$ cat config.mk
export PLATFORM = sky130hd
export DESIGN_NAME = cnt_periph
export DESIGN_NICKNAME = d
export VERILOG_FILES = /design/src/rtl/cntmap_pkg.sv /design/src/rtl/evt_counter.sv /design/src/rtl/cmd_decode.sv /design/src/rtl/snap_reader.sv /design/src/rtl/cnt_periph.sv
export SDC_FILE = /design/constraint.sdc
export NUM_CORES = 1
export LEC_CHECK = 0
export ABC_AREA = 1
export BUFFER_PORTS_ARGS = -buffer_cell sky130_fd_sc_hd__buf_4
export CORE_MARGIN = 3
export CORE_UTILIZATION = 30
export DETAILED_ROUTE_END_ITERATION = 10
export PLACE_DENSITY = 0.44
export SYNTH_ARGS = -nofsm -noshare
export SYNTH_HDL_FRONTEND = slang
export SYNTH_HIERARCHICAL = 1
export SYNTH_SLANG_ARGS = --single-unit
$ cat constraint.sdc
create_clock -name clk -period 3.53 [get_ports clk]
set_input_delay 1.059 -clock clk [delete_from_list [all_inputs] [get_ports clk]]
set_output_delay 1.059 -clock clk [all_outputs]
set_load 0.02 [all_outputs]
$ cat src/rtl/cntmap_pkg.sv
package cntmap_pkg;

    localparam int BYTE_W = 8;
    localparam int ADDR_W = 3;
    localparam int IDX_W  = 2;

    typedef enum logic [ADDR_W-1:0] {
        LOC_A_LO    = 3'd0,
        LOC_A_HI    = 3'd1,
        LOC_B_LO    = 3'd2,
        LOC_B_HI    = 3'd3,
        LOC_CAPTURE = 3'd4,
        LOC_CLEAR   = 3'd5,
        LOC_SPARE6  = 3'd6,
        LOC_SPARE7  = 3'd7
    } loc_e;

    typedef struct packed {
        logic             rd;
        logic             cap;
        logic             clr;
        logic [IDX_W-1:0] idx;
    } dec_t;

    function automatic dec_t decode_loc(loc_e l);
        dec_t d;
        d = '0;
        case (l)
            LOC_A_LO:    begin d.rd = 1'b1; d.idx = 2'd0; end
            LOC_A_HI:    begin d.rd = 1'b1; d.idx = 2'd1; end
            LOC_B_LO:    begin d.rd = 1'b1; d.idx = 2'd2; end
            LOC_B_HI:    begin d.rd = 1'b1; d.idx = 2'd3; end
            LOC_CAPTURE: d.cap = 1'b1;
            LOC_CLEAR:   d.clr = 1'b1;
            default:     d = '0;
        endcase
        return d;
    endfunction

endpackage

$ cat src/rtl/evt_counter.sv
module evt_counter #(
    parameter int W = 16
) (
    input  logic         clk,
    input  logic         rst,
    input  logic         clr,
    input  logic         inc,
    output logic [W-1:0] cnt,
    output logic         at_max
);

    always_ff @(posedge clk) begin
        if (rst || clr) cnt <= '0;
        else if (inc)   cnt <= cnt + 1'b1;
    end

    assign at_max = &cnt;

    a_r4_clear_zero: assert property (@(posedge clk) disable iff (rst)
        clr |=> cnt == '0);
    a_r7_step: assert property (@(posedge clk) disable iff (rst)
        (!clr && inc) |=> cnt == $past(cnt) + 1'b1);
    a_r7_hold: assert property (@(posedge clk) disable iff (rst)
        (!clr && !inc) |=> $stable(cnt));

endmodule

$ cat src/rtl/cmd_decode.sv
module cmd_decode
    import cntmap_pkg::*;
(
    input  logic              clk,
    input  logic              rst,
    input  logic              sel_hi,
    input  logic              sel_n_a,
    input  logic              sel_n_b,
    input  logic [ADDR_W-1:0] addr,
    output logic              rd_req,
    output logic [IDX_W-1:0]  rd_idx,
    output logic              cap_pulse,
    output logic              clr_pulse
);

    logic sel_act;
    logic sel_q;
    logic first;
    dec_t dec;

    assign sel_act = sel_hi & ~sel_n_a & ~sel_n_b;

    always_ff @(posedge clk) begin
        if (rst) sel_q <= 1'b0;
        else     sel_q <= sel_act;
    end

    assign first     = sel_act & ~sel_q;
    assign dec       = decode_loc(loc_e'(addr));
    assign rd_req    = sel_act & dec.rd;
    assign rd_idx    = dec.idx;
    assign cap_pulse = first & dec.cap;
    assign clr_pulse = first & dec.clr;

    a_r6_cap_once: assert property (@(posedge clk) disable iff (rst)
        cap_pulse |=> !cap_pulse);
    a_r6_clr_once: assert property (@(posedge clk) disable iff (rst)
        clr_pulse |=> !clr_pulse);
    a_r1_idle_quiet: assert property (@(posedge clk) disable iff (rst)
        (!sel_hi || sel_n_a || sel_n_b) |-> !(cap_pulse || clr_pulse || rd_req));
    a_r5_spare_quiet: assert property (@(posedge clk) disable iff (rst)
        (addr[2:1] == 2'b11) |-> !(cap_pulse || clr_pulse || rd_req));

endmodule

$ cat src/rtl/snap_reader.sv
module snap_reader
    import cntmap_pkg::*;
#(
    parameter int CNT_W = 16
) (
    input  logic               clk,
    input  logic               rst,
    input  logic               cap,
    input  logic [CNT_W-1:0]   live_a,
    input  logic [CNT_W-1:0]   live_b,
    input  logic               rd_req,
    input  logic [IDX_W-1:0]   rd_idx,
    output logic [BYTE_W-1:0]  rd_data,
    output logic               rd_valid
);

    localparam int SNAP_W = 2 * CNT_W;

    logic [SNAP_W-1:0] snap;
    logic [BYTE_W-1:0] pick;

    always_ff @(posedge clk) begin
        if (rst)      snap <= '0;
        else if (cap) snap <= {live_b, live_a};
    end

    assign pick = snap[int'(rd_idx) * BYTE_W +: BYTE_W];

    always_ff @(posedge clk) begin
        if (rst) begin
            rd_valid <= 1'b0;
            rd_data  <= '0;
        end else begin
            rd_valid <= rd_req;
            rd_data  <= rd_req ? pick : '0;
        end
    end

    a_r3_capture: assert property (@(posedge clk) disable iff (rst)
        cap |=> snap == $past({live_b, live_a}));
    a_r3_keep: assert property (@(posedge clk) disable iff (rst)
        !cap |=> $stable(snap));
    a_r2_valid_follows: assert property (@(posedge clk) disable iff (rst)
        rd_req |=> rd_valid);
    a_r2_quiet_bus: assert property (@(posedge clk) disable iff (rst)
        !rd_req |=> (!rd_valid && rd_data == '0));

endmodule

$ cat src/rtl/cnt_periph.sv
module cnt_periph
    import cntmap_pkg::*;
#(
    parameter int CNT_W = 16
) (
    input  logic              clk,
    input  logic              rst,
    input  logic              evt_a,
    input  logic              evt_b,
    input  logic              mode_chain,
    input  logic              sel_hi,
    input  logic              sel_n_a,
    input  logic              sel_n_b,
    input  logic [ADDR_W-1:0] addr,
    output logic [BYTE_W-1:0] rd_data,
    output logic              rd_valid,
    output logic              a_full
);

    logic              rd_req;
    logic [IDX_W-1:0]  rd_idx;
    logic              cap_p;
    logic              clr_p;
    logic [CNT_W-1:0]  cnt_a;
    logic [CNT_W-1:0]  cnt_b;
    logic              a_max;
    logic              b_max;
    logic              b_inc;

    cmd_decode u_dec (
        .clk       (clk),
        .rst       (rst),
        .sel_hi    (sel_hi),
        .sel_n_a   (sel_n_a),
        .sel_n_b   (sel_n_b),
        .addr      (addr),
        .rd_req    (rd_req),
        .rd_idx    (rd_idx),
        .cap_pulse (cap_p),
        .clr_pulse (clr_p)
    );

    evt_counter #(.W(CNT_W)) u_cnt_a (
        .clk    (clk),
        .rst    (rst),
        .clr    (clr_p),
        .inc    (evt_a),
        .cnt    (cnt_a),
        .at_max (a_max)
    );

    assign b_inc = mode_chain ? (evt_a & a_max) : evt_b;

    evt_counter #(.W(CNT_W)) u_cnt_b (
        .clk    (clk),
        .rst    (rst),
        .clr    (clr_p),
        .inc    (b_inc),
        .cnt    (cnt_b),
        .at_max (b_max)
    );

    snap_reader #(.CNT_W(CNT_W)) u_snap (
        .clk      (clk),
        .rst      (rst),
        .cap      (cap_p),
        .live_a   (cnt_a),
        .live_b   (cnt_b),
        .rd_req   (rd_req),
        .rd_idx   (rd_idx),
        .rd_data  (rd_data),
        .rd_valid (rd_valid)
    );

    assign a_full = a_max;

    a_r8_carry: assert property (@(posedge clk) disable iff (rst)
        (mode_chain && !clr_p && evt_a && a_full) |=> cnt_b == $past(cnt_b) + 1'b1);
    a_r8_b_ignored: assert property (@(posedge clk) disable iff (rst)
        (mode_chain && !clr_p && !(evt_a && a_full)) |=> $stable(cnt_b));
    a_r8_a_wraps: assert property (@(posedge clk) disable iff (rst)
        (!clr_p && evt_a && a_full) |=> cnt_a == '0);

endmodule

* Yosys cells after proc, flatten, opt, wreduce, memory -nomap -nowiden
Index checks and enable logic that the tools add are counted.
** Word-level totals
- Register bits after elaboration :: 74
- Output and inout bits :: 10
** Operators by class
- Add/subtract/negate cells :: 2
- Equality and inequality tests :: 5
- Shift operators :: 1
- Mux-type cells :: 5
- Bitwise gates (word level) :: 11
- Reductions and logical operators :: 5
** Operators with widths (count)
- $add A16 B1 Y16 const B :: 2
- $shiftx A32 B6 Y8 :: 1
- $reduce_and A16 Y1 :: 1
- $and A1 B1 Y1 :: 7
- $eq A3 B2 Y1 const B :: 2
- $eq A3 B3 Y1 const B :: 2
- $pmux W2 S3 :: 1
- $mux W1 :: 4
- $not A1 Y1 :: 4
- $reduce_or A4 Y1 :: 1
- $eq A3 B1 Y1 const B :: 1
- $logic_not A3 Y1 :: 1
- $reduce_or A2 Y1 :: 1
- $logic_or A1 B1 Y1 :: 1

* Logic depth before layout (Yosys ltp)
Gate-level depths: netlist (run 1).
- Depth after elaboration :: 6
- Mapped depth :: 14
- Depth with buffers taken out :: 14

* Cells and area by module
Netlist (run 1), hierarchy kept.
** By module, submodules not included
- evt_counter :: instances 2, cells each 129, area an instance 860.8 µm²
- snap_reader :: instances 1, cells each 212, area an instance 1600.3 µm²
- cmd_decode :: instances 1, cells each 19, area an instance 98.8 µm²
- cnt_periph :: instances 1, cells each 4, area an instance 16.3 µm²

* Least setup slack after synthesis (run 1)
Ideal clock, no wire load.
- Kind :: reg-to-output
- From :: register u_cnt_a.cnt[0]
- To :: output a_full
- Arrival time :: 1.569 ns
- Data required time :: 2.471 ns
- Path slack :: 0.902 ns
- Stages on the path, launching flop included :: 6
- Path through :: dfxtp_1 ha_1 nand3_1 nor2_4 inv_1 nor4_1
** Between the ends
- Cells in the longest elaborated chain, start to end :: 1
** Ends and longest elaborated chain
- from (decl) :: line evt_counter.sv:8 : output logic [W-1:0] cnt,
- from (signal assigned) :: line evt_counter.sv:14 : else if (inc) cnt <= cnt + 1'b1;
- $reduce_and A16 Y1 :: line evt_counter.sv:17 : assign at_max = &cnt;
- to (decl) :: line cnt_periph.sv:17 : output logic a_full
Every way passes these cells.

* Final worst setup path (run 1)
Ends and elaborated chain as after synthesis.

==> results of run 1 <==
routing by layer:
metal,vias to the layer above,track usage (%),wire length (µm)
li1,1606,-,-
met1,1364,21.95,4691
met2,47,19.08,3244
met3,11,2.353,251
met4,0,5.769,138
met5,-,0,0
per-stage QoR:
| step | hold WS, ps | cells | setup WS (ps) | utilization (%) |
|---|---|---|---|---|
| finish | 457.9 | 653 | 620.7 | 36.31 |
| global route | 477.3 | 653 | 379.0 | 36.31 |
| CTS | 461.2 | 653 | 590.1 | 36.31 |
| detailed placement | 451.0 | 637 | 966.8 | 33.55 |
| global placement | 444.9 | 637 | 991.2 | 33.55 |
| floorplan | 428.6 | 489 | 902.3 | - |
worst max path at each step:
stage / endpoint / start
floorplan: a_full / u_cnt_a/cnt[0]
global placement: a_full / u_cnt_a/cnt[0]
detailed placement: a_full / u_cnt_a/cnt[0]
CTS: a_full / u_cnt_a/cnt[0]
global route: a_full / u_cnt_a/cnt[0]
finish: a_full / u_cnt_a/cnt[0]
where the power goes:
part | internal, mW | leakage, nW | switching [mW]
registers | 0.845 | 0.598 | 0.00608
clock network | 0.552 | 0.146 | 0.373
logic | 0.0342 | 0.819 | 0.0652
sequential cells by signal (all words and copies together) (netlist names):
register / cells
u_cnt_a/cnt: 16
u_snap/rd_valid: 1
u_dec/sel_q: 1
u_cnt_b/cnt: 16
u_snap/rd_data: 8
u_snap/snap: 32
layout make-up:
type / instances / area, µm²
multi-input cells: 323 / 1556
well taps: 140 / 175.2
clock inverters: 7 / 77.57
inverters: 75 / 284.0
repair buffers: 25 / 187.7
fillers: 1194 / 6995
flip-flops and latches: 74 / 1481
clock buffers: 9 / 225.2
tightest hold or removal path: cells and delay by family (launching register included):
family | cells | cell delay, ps
AO/OA/AOI/OAI | 1 | 60
flip-flops | 1 | 300
buffers and inverters | 1 | 60
==> out/results.ini, run 1 <==
[layout]
design_area_um2 = 3988
final_common_cell = nand2_1
final_cell_mix = 95 x nand2_1, 74 x dfxtp_1, 68 x inv_1
antenna_cells = 0
drive_above_1_share_pct = 13.26
nNetsFinal = 521
area_delta_synth_final_pct = 16.74

[global_routing]
grt_pass1_wl_um = 14500
grt_usage_pct = 14.14
grt_pass1_vias = 2805
grt_overflow = 0
grt_max_degree = 61
antenna_found_initial = 0

[route]
antenna_left = 0
firstDrtPassIters = 4
vias_per_cell = 4.637
drtIter0Drc = 175
post-route-drc-count = 0
wl_per_cell_um = 12.75
drt_wl_total_um = 8325
vias = 3028

[pwr]
p_leak_nw = 1.563
max-vdd-ir-drop_mv = 0.2245
fin_total_pwr_mw = 1.875
p_per_area_nw_per_um2 = 470.2

[critical_path]
cp_slowest_cell = dfxtp_1
cp_num_buf_inv = 2
path_cells = ha_1 > nand3_1 > nor2_4 > inv_1 > nor4_1 > buf_4
r2r_cells = 14
path_delay_family = simple AND/OR/NAND/NOR gates
startpoint_type = flip-flop
worstSetupPathDepth = 6
r2r_slack_ps = 1000
worstPathMaxFanout = 9
worst_setup_path_end_kind = primary output
worst_ep_arrival_time_ps = 1850
r2r-end = u_cnt_b/cnt[13]
cp.required_ps = 2470
max_stage_delay_ps = 390
path_class = flip-flop to primary output
worstReg2RegStart = u_cnt_a/cnt[0]

[floorplan]
io_pins = 21
die_x_um = 112.7
fp.dieH_um = 112.7
core_region_area_um2 = 10980
initial_core_util_pct = 31.10
dieArea_um2 = 12700
rows = 38

[place]
dp_hpwl_um = 6136
port_buffers = 20
placed_area_um2 = 3685
gp_congestion = 0.8482

[flow_run]
maxCapViolCount = 0

[clocking]
cts_tree = yes
cts_hold_buf = 0
clock_sinks = 74
clockBufferDepth = 2
numCtsBuffers = 9
clockRootBuffer = clkbuf_16
clk_latency_ps = 330
cts_setup_buffers = 0
clk_pin_slew_ps = 60
cts_resized = 0
cts_max_level = 3

[sta]
slew_violations = 0
clock.fmax_mhz = 343.7
period_minus_slack_ps = 2909
setup_violations = 0
clock_skew_ps = 6.068
tightestPinTransition_ps = 825.7
setup_tns_ps = 0
finalCritPeriodShare_pct = 82.42
relSlewSlack_pct = 44.87
hold_viol = 0
rsz0062_at_grt = no

[worst_hold_path]
whs_path_depth = 2
hp-class = flip-flop to flip-flop
worstHoldStart = u_snap/snap[8]
holdPathEnd = u_snap/snap[8]

[logic_synthesis]
synth_cells = 489
syn_nets = 502
yosys_warnings = 6
synth.cell_area_um2 = 3416
synth.avg_cell_area_um2 = 6.985

[run_status]
status = finished, final reports clean

Note: power is estimated with default switching activity, not from simulation.
==> run 2, diff against run 1 <==
clock period = 2.9 ns   (was 3.53 ns; I/O delays follow)
==> run 2 against run 1 <==
  * Sequential cell count unchanged
  * Register-to-register slack got worse by 590 ps
  * Cell count decreased by 0.31%
  * Non-clock buffer count decreased by 1
  * Critical path type unchanged
  * Largest cell class unchanged
==> out/results.ini, run 2 (synthesis results as in run 1) <==
[route]
drtIter0Drc = 217  ; +24%
firstDrtPassIters = 4  ; unchanged
wl_per_cell_um = 12.74  ; -0.10%
vias_per_cell = 4.634  ; about the same
vias = 3017  ; -0.36%
drt_wl_total_um = 8291  ; -0.41%
antenna_left = 0  ; unchanged
post-route-drc-count = 0  ; unchanged

[place]
port_buffers = 20  ; unchanged
gp_congestion = 0.7898  ; -6.9%
dp_hpwl_um = 6121  ; -0.24%
dp_cells = 636  ; -0.16%
pre_cts_ws_ps = 329.6  ; -637.2 ps

[critical_path]
worst_setup_path_end_kind = primary output
max_stage_delay_ps = 390  ; about the same
path_cells = ha_1 > nand3_1 > nor2_4 > inv_1 > nor4_2 > buf_4
startpoint_type = flip-flop
path_delay_family = simple AND/OR/NAND/NOR gates
cp.required_ps = 2030  ; -440 ps
worst_ep_arrival_time_ps = 1790  ; -60 ps
worstPathMaxFanout = 9  ; unchanged
path_class = flip-flop to primary output
cp_num_buf_inv = 2  ; unchanged
cp_slowest_cell = dfxtp_1

[sta]
clock_skew_ps = 4.560  ; -1.508 ps
clock.fmax_mhz = 375.6
rsz0062_at_grt = no
setup_ws_ps = 237.4  ; -383.3 ps
tightestPinTransition_ps = 806.5  ; -19.14 ps
period_minus_slack_ps = 2663
hold-worst-slack_ps = 453.8  ; -4.088 ps
setup_violations = 0  ; unchanged
slew_violations = 0  ; unchanged
setup_tns_ps = 0  ; unchanged
finalCritPeriodShare_pct = 91.81
relSlewSlack_pct = 46.03  ; +1.2 points
hold_viol = 0  ; unchanged

[layout]
area_delta_synth_final_pct = 17.80
fill_cells = 1180  ; -1.2%
largest-register = u_snap/snap
drive_above_1_share_pct = 13.11  ; -0.14 points
final_cell_mix = 95 x nand2_1, 74 x dfxtp_1, 68 x inv_1
nNetsFinal = 520  ; -0.19%
regArea_um2 = 1481  ; unchanged
largest_reg_flops = 32  ; unchanged
multi_input_area_um2 = 1563  ; +0.40%
top_regs = u_snap/snap x32, u_cnt_a/cnt x16, u_cnt_b/cnt x16
antenna_cells = 0  ; unchanged
finalNonFillerCells = 651  ; -0.31%
final_common_cell = nand2_1

[global_routing]
grt_pass1_vias = 2787  ; -0.64%
grt_usage_pct = 13.87  ; -0.26 points
grt_overflow = 0  ; unchanged
antenna_found_initial = 0  ; unchanged
grt_pass1_wl_um = 14110  ; -2.7%
grt_max_degree = 46  ; -25%

[pwr]
fin_total_pwr_mw = 2.372  ; +27%
p_per_area_nw_per_um2 = 589.4  ; +25%
p_int_mw = 1.864  ; +30%
pwr-share-clk_pct = 51.3  ; +2.0 points
power.switching_uw = 507.2  ; +14%
max-vdd-ir-drop_mv = 0.1929  ; -14%
p_sw_share_pct = 21.38  ; -2.3 points
seqPwrFrac_pct = 43.7  ; -1.7 points
p_leak_nw = 1.572  ; +0.61%
p_comb_share_pct = 5.0  ; -0.3 points

[clocking]
cts_max_level = 3  ; unchanged
clk_pin_slew_ps = 60  ; about the same
cts_resized = 0  ; unchanged
cts_hold_buf = 0  ; unchanged
cts_tree = yes
clockBufferDepth = 2  ; unchanged
clock_sinks = 74  ; unchanged
clockRootBuffer = clkbuf_16
clk_latency_ps = 330  ; about the same
numCtsBuffers = 9  ; unchanged
cts_setup_buffers = 0  ; unchanged

[floorplan]
fp.dieH_um = 112.7  ; unchanged
die_x_um = 112.7  ; unchanged
io_pins = 21  ; unchanged
dieArea_um2 = 12700  ; unchanged
core_region_area_um2 = 10980  ; unchanged
initial_core_util_pct = 31.10  ; unchanged
rows = 38  ; unchanged

[run_status]
status = finished, final reports clean

[flow_run]
maxCapViolCount = 0  ; unchanged

[worst_hold_path]
hp-class = flip-flop to flip-flop

[run 2: changes by cell type in the layout (fill, tap and decap cells not counted)]
cell        previous run  this run
buf_4                 25        23
inv_6                  1         0
clkinvlp_4             1         2
clkbuf_8               0         2
nor4_2                 0         1
nor4_1                 1         0
buf_12                 0         1
clkinv_4               3         0
clkinv_2               1         0
bufinv_16              1         2
[run 2: routing by layer]
metal / track usage [%] / routed length [µm]
met1: 21.04 / 4431
met2: 18.92 / 3309
met3: 2.567 / 394
met4: 6.010 / 155
met5: 0 / 0
[run 2: worst min-delay path, cell delays in order, from the launching register on]
cell     delay [ps]
dfxtp_1         300
inv_1            60
a21oi_1          60
[run 2: power groups by stage]
| stage | sequential [mW] | combinational [mW] | clock, mW |
|---|---|---|---|
| 2_1_floorplan | 1.06 | 0.0843 | 0 |
| 3_3_place_gp | 1.06 | 0.121 | 0 |
| 3_5_place_dp | 1.06 | 0.121 | 0 |
| 4_1_cts | 1.04 | 0.121 | 1.25 |
| 5_1_grt | 1.04 | 0.140 | 1.30 |
| 6_report | 1.04 | 0.120 | 1.22 |
[run 2: worst paths after layout]
path | slack [ps] | endpoint | from | cells past startpoint
worst min-delay path | 450 | u_snap/snap[8] | u_snap/snap[8] | 2
worst max register to register | 410 | u_cnt_b/cnt[13] | u_cnt_a/cnt[0] | 14
worst min register to register | 450 | u_snap/snap[8] | u_snap/snap[8] | 2
worst max-delay path | 240 | a_full | u_cnt_a/cnt[0] | 6
[run 2: per-stage QoR]
step / instance area [µm²] / util, %
detailed placement: 3690 / 33.60
finish: 4024 / 36.64
floorplan: 3416 / -
global route: 4024 / 36.64
global placement: 3690 / 33.60
CTS: 4018 / 36.58
[run 2: final cells by class]
cell class | count | share of cell area (%)
multi-input combinational | 323 | 38.84
clock inverter | 4 | 1.866
timing repair buffer | 24 | 4.789
tap | 140 | 4.353
sequential | 74 | 36.82
clock buffer | 11 | 6.281
inverter | 75 | 7.058
==> run 3, diff against run 2 <==
clock period = 3.06 ns   (was 2.9 ns; I/O delays follow)
==> run 3 against run 2 <==
  * Sequential cell count unchanged
  * Count of clock-buffer cells in the layout increased by 1
  * Combinational power decreased by 4%
  * Clock skew increased by 3.2 ps
  * Routed wire length decreased by 0.87%
  * Core utilization increased by 0.14 points
  * Via count increased by 0.86%
  * Total power decreased by 3.7%
  * Global-route usage decreased by 0.57 points
  * Sequential share of layout area decreased by 0.14 points
  * Critical path type unchanged
  * Critical endpoint unchanged
  * Largest power group unchanged
==> out/results.ini, run 3 (synthesis results as in run 1) <==
[worst_hold_path]
hp-class = flip-flop to flip-flop

[layout]
finalNonFillerCells = 655  ; +0.61%
drive_above_1_share_pct = 13.59  ; +0.48 points
antenna_cells = 0  ; unchanged
largest-register = u_snap/snap
design_area_um2 = 4039  ; +0.37%
nNetsFinal = 523  ; +0.58%
top_regs = u_snap/snap x32, u_cnt_a/cnt x16, u_cnt_b/cnt x16
postLayoutCoreUtil_pct = 36.77  ; +0.14 points
final_common_cell = nand2_1
largest_reg_flops = 32  ; unchanged
final_cell_mix = 95 x nand2_1, 74 x dfxtp_1, 68 x inv_1
area_delta_synth_final_pct = 18.24

[sta]
setup_ws_ps = 258.6  ; +21.21 ps
clock.fmax_mhz = 357.0
slew_violations = 0  ; unchanged
hold_viol = 0  ; unchanged
period_minus_slack_ps = 2801
setup_violations = 0  ; unchanged
relSlewSlack_pct = 61.22  ; +15 points
rsz0062_at_grt = no
setup_tns_ps = 0  ; unchanged
finalCritPeriodShare_pct = 91.55
clock_skew_ps = 7.721  ; +3.161 ps
tightestPinTransition_ps = 579.6  ; -226.9 ps

[route]
wl_per_cell_um = 12.55  ; -1.5%
drtIter0Drc = 231  ; +6.5%
vias = 3043  ; +0.86%
firstDrtPassIters = 4  ; unchanged
drt_wl_total_um = 8219  ; -0.87%
vias_per_cell = 4.646  ; +0.25%
antenna_left = 0  ; unchanged
post-route-drc-count = 0  ; unchanged

[floorplan]
core_region_area_um2 = 10980  ; unchanged
rows = 38  ; unchanged
io_pins = 21  ; unchanged
dieArea_um2 = 12700  ; unchanged
initial_core_util_pct = 31.10  ; unchanged
die_x_um = 112.7  ; unchanged
fp.dieH_um = 112.7  ; unchanged

[clocking]
cts_setup_buffers = 0  ; unchanged
cts_resized = 0  ; unchanged
cts_tree = yes
clk_latency_ps = 330  ; about the same
clockRootBuffer = clkbuf_16
clk_pin_slew_ps = 60  ; about the same
clockBufferDepth = 2  ; unchanged
cts_hold_buf = 0  ; unchanged
clock_sinks = 74  ; unchanged
numCtsBuffers = 9  ; unchanged
cts_max_level = 3  ; unchanged

[pwr]
max-vdd-ir-drop_mv = 0.2729  ; +42%
p_per_area_nw_per_um2 = 565.4  ; -4.1%
p_leak_nw = 1.590  ; +1.1%

[place]
pre_cts_ws_ps = 504.7  ; +175.2 ps
port_buffers = 20  ; unchanged
dp_hpwl_um = 6035  ; -1.4%
placed_area_um2 = 3700  ; +0.27%
dp_cells = 639  ; +0.47%
gp_congestion = 0.8159  ; +3.3%

[critical_path]
worst_setup_path_end_kind = primary output
path_class = flip-flop to primary output
worstPathMaxFanout = 9  ; unchanged
worst_ep_arrival_time_ps = 1880  ; +90 ps
cp.required_ps = 2140  ; +110 ps
startpoint_type = flip-flop

[flow_run]
maxCapViolCount = 0  ; unchanged

[global_routing]
grt_overflow = 0  ; unchanged
antenna_found_initial = 0  ; unchanged
grt_max_degree = 30  ; -35%
grt_pass1_vias = 2698  ; -3.2%
grt_usage_pct = 13.30  ; -0.57 points
grt_pass1_wl_um = 13540  ; -4.1%

[run_status]
status = finished, final reports clean

-- run 3: layout make-up --
type / count / area (µm²)
fill: 1172 / 6944
multi-input combinational: 323 / 1556
sequential: 74 / 1481
inverter: 75 / 284.0
clock buffer: 12 / 266.5
timing repair buffer: 27 / 202.7
tap: 140 / 175.2
clock inverter: 4 / 72.57
-- run 3: per-stage QoR --
step                power (mW)  hold slack [ps]
CTS                      2.309            458.8
global route             2.364            481.4
global placement         1.118            442.5
floorplan                1.082            428.6
finish                   2.283            456.9
detailed placement       1.118            449.5
-- run 3: path summary, 6_finish.rpt --
| path | cells past startpoint | endpoint | start | slack [ps] |
|---|---|---|---|---|
| worst min register to register | 2 | u_snap/snap[11] | u_snap/snap[11] | 460 |
| worst max register to register | 14 | u_cnt_b/cnt[13] | u_cnt_a/cnt[0] | 470 |
| worst min-delay path | 2 | u_snap/snap[11] | u_snap/snap[11] | 460 |
| worst max-delay path | 6 | a_full | u_cnt_a/cnt[0] | 260 |
-- run 3: where the power goes --
group          internal (mW)  total, mW  switching, mW
combinational         0.0399      0.115         0.0751
clock                  0.779       1.19          0.408
sequential             0.975      0.981        0.00689
total                   1.79       2.28          0.490
-- run 3: worst max-delay path, cell delays in order, from the launching register on --
cell and delay (ps):
dfxtp_1 390, ha_1 220, nand3_1 130, nor2_4 220, inv_1 60, nor4_1 300
buf_4 220
-- run 3: per-layer routing --
layer / track usage (%) / share of wire, % / vias to the layer above
met1: 20.11 / 56 / 1359
met2: 17.93 / 39 / 55
met3: 2.406 / 3.3 / 12
met5: 0 / 0 / -
met4: 6.490 / 1.7 / 0
li1: - / - / 1617
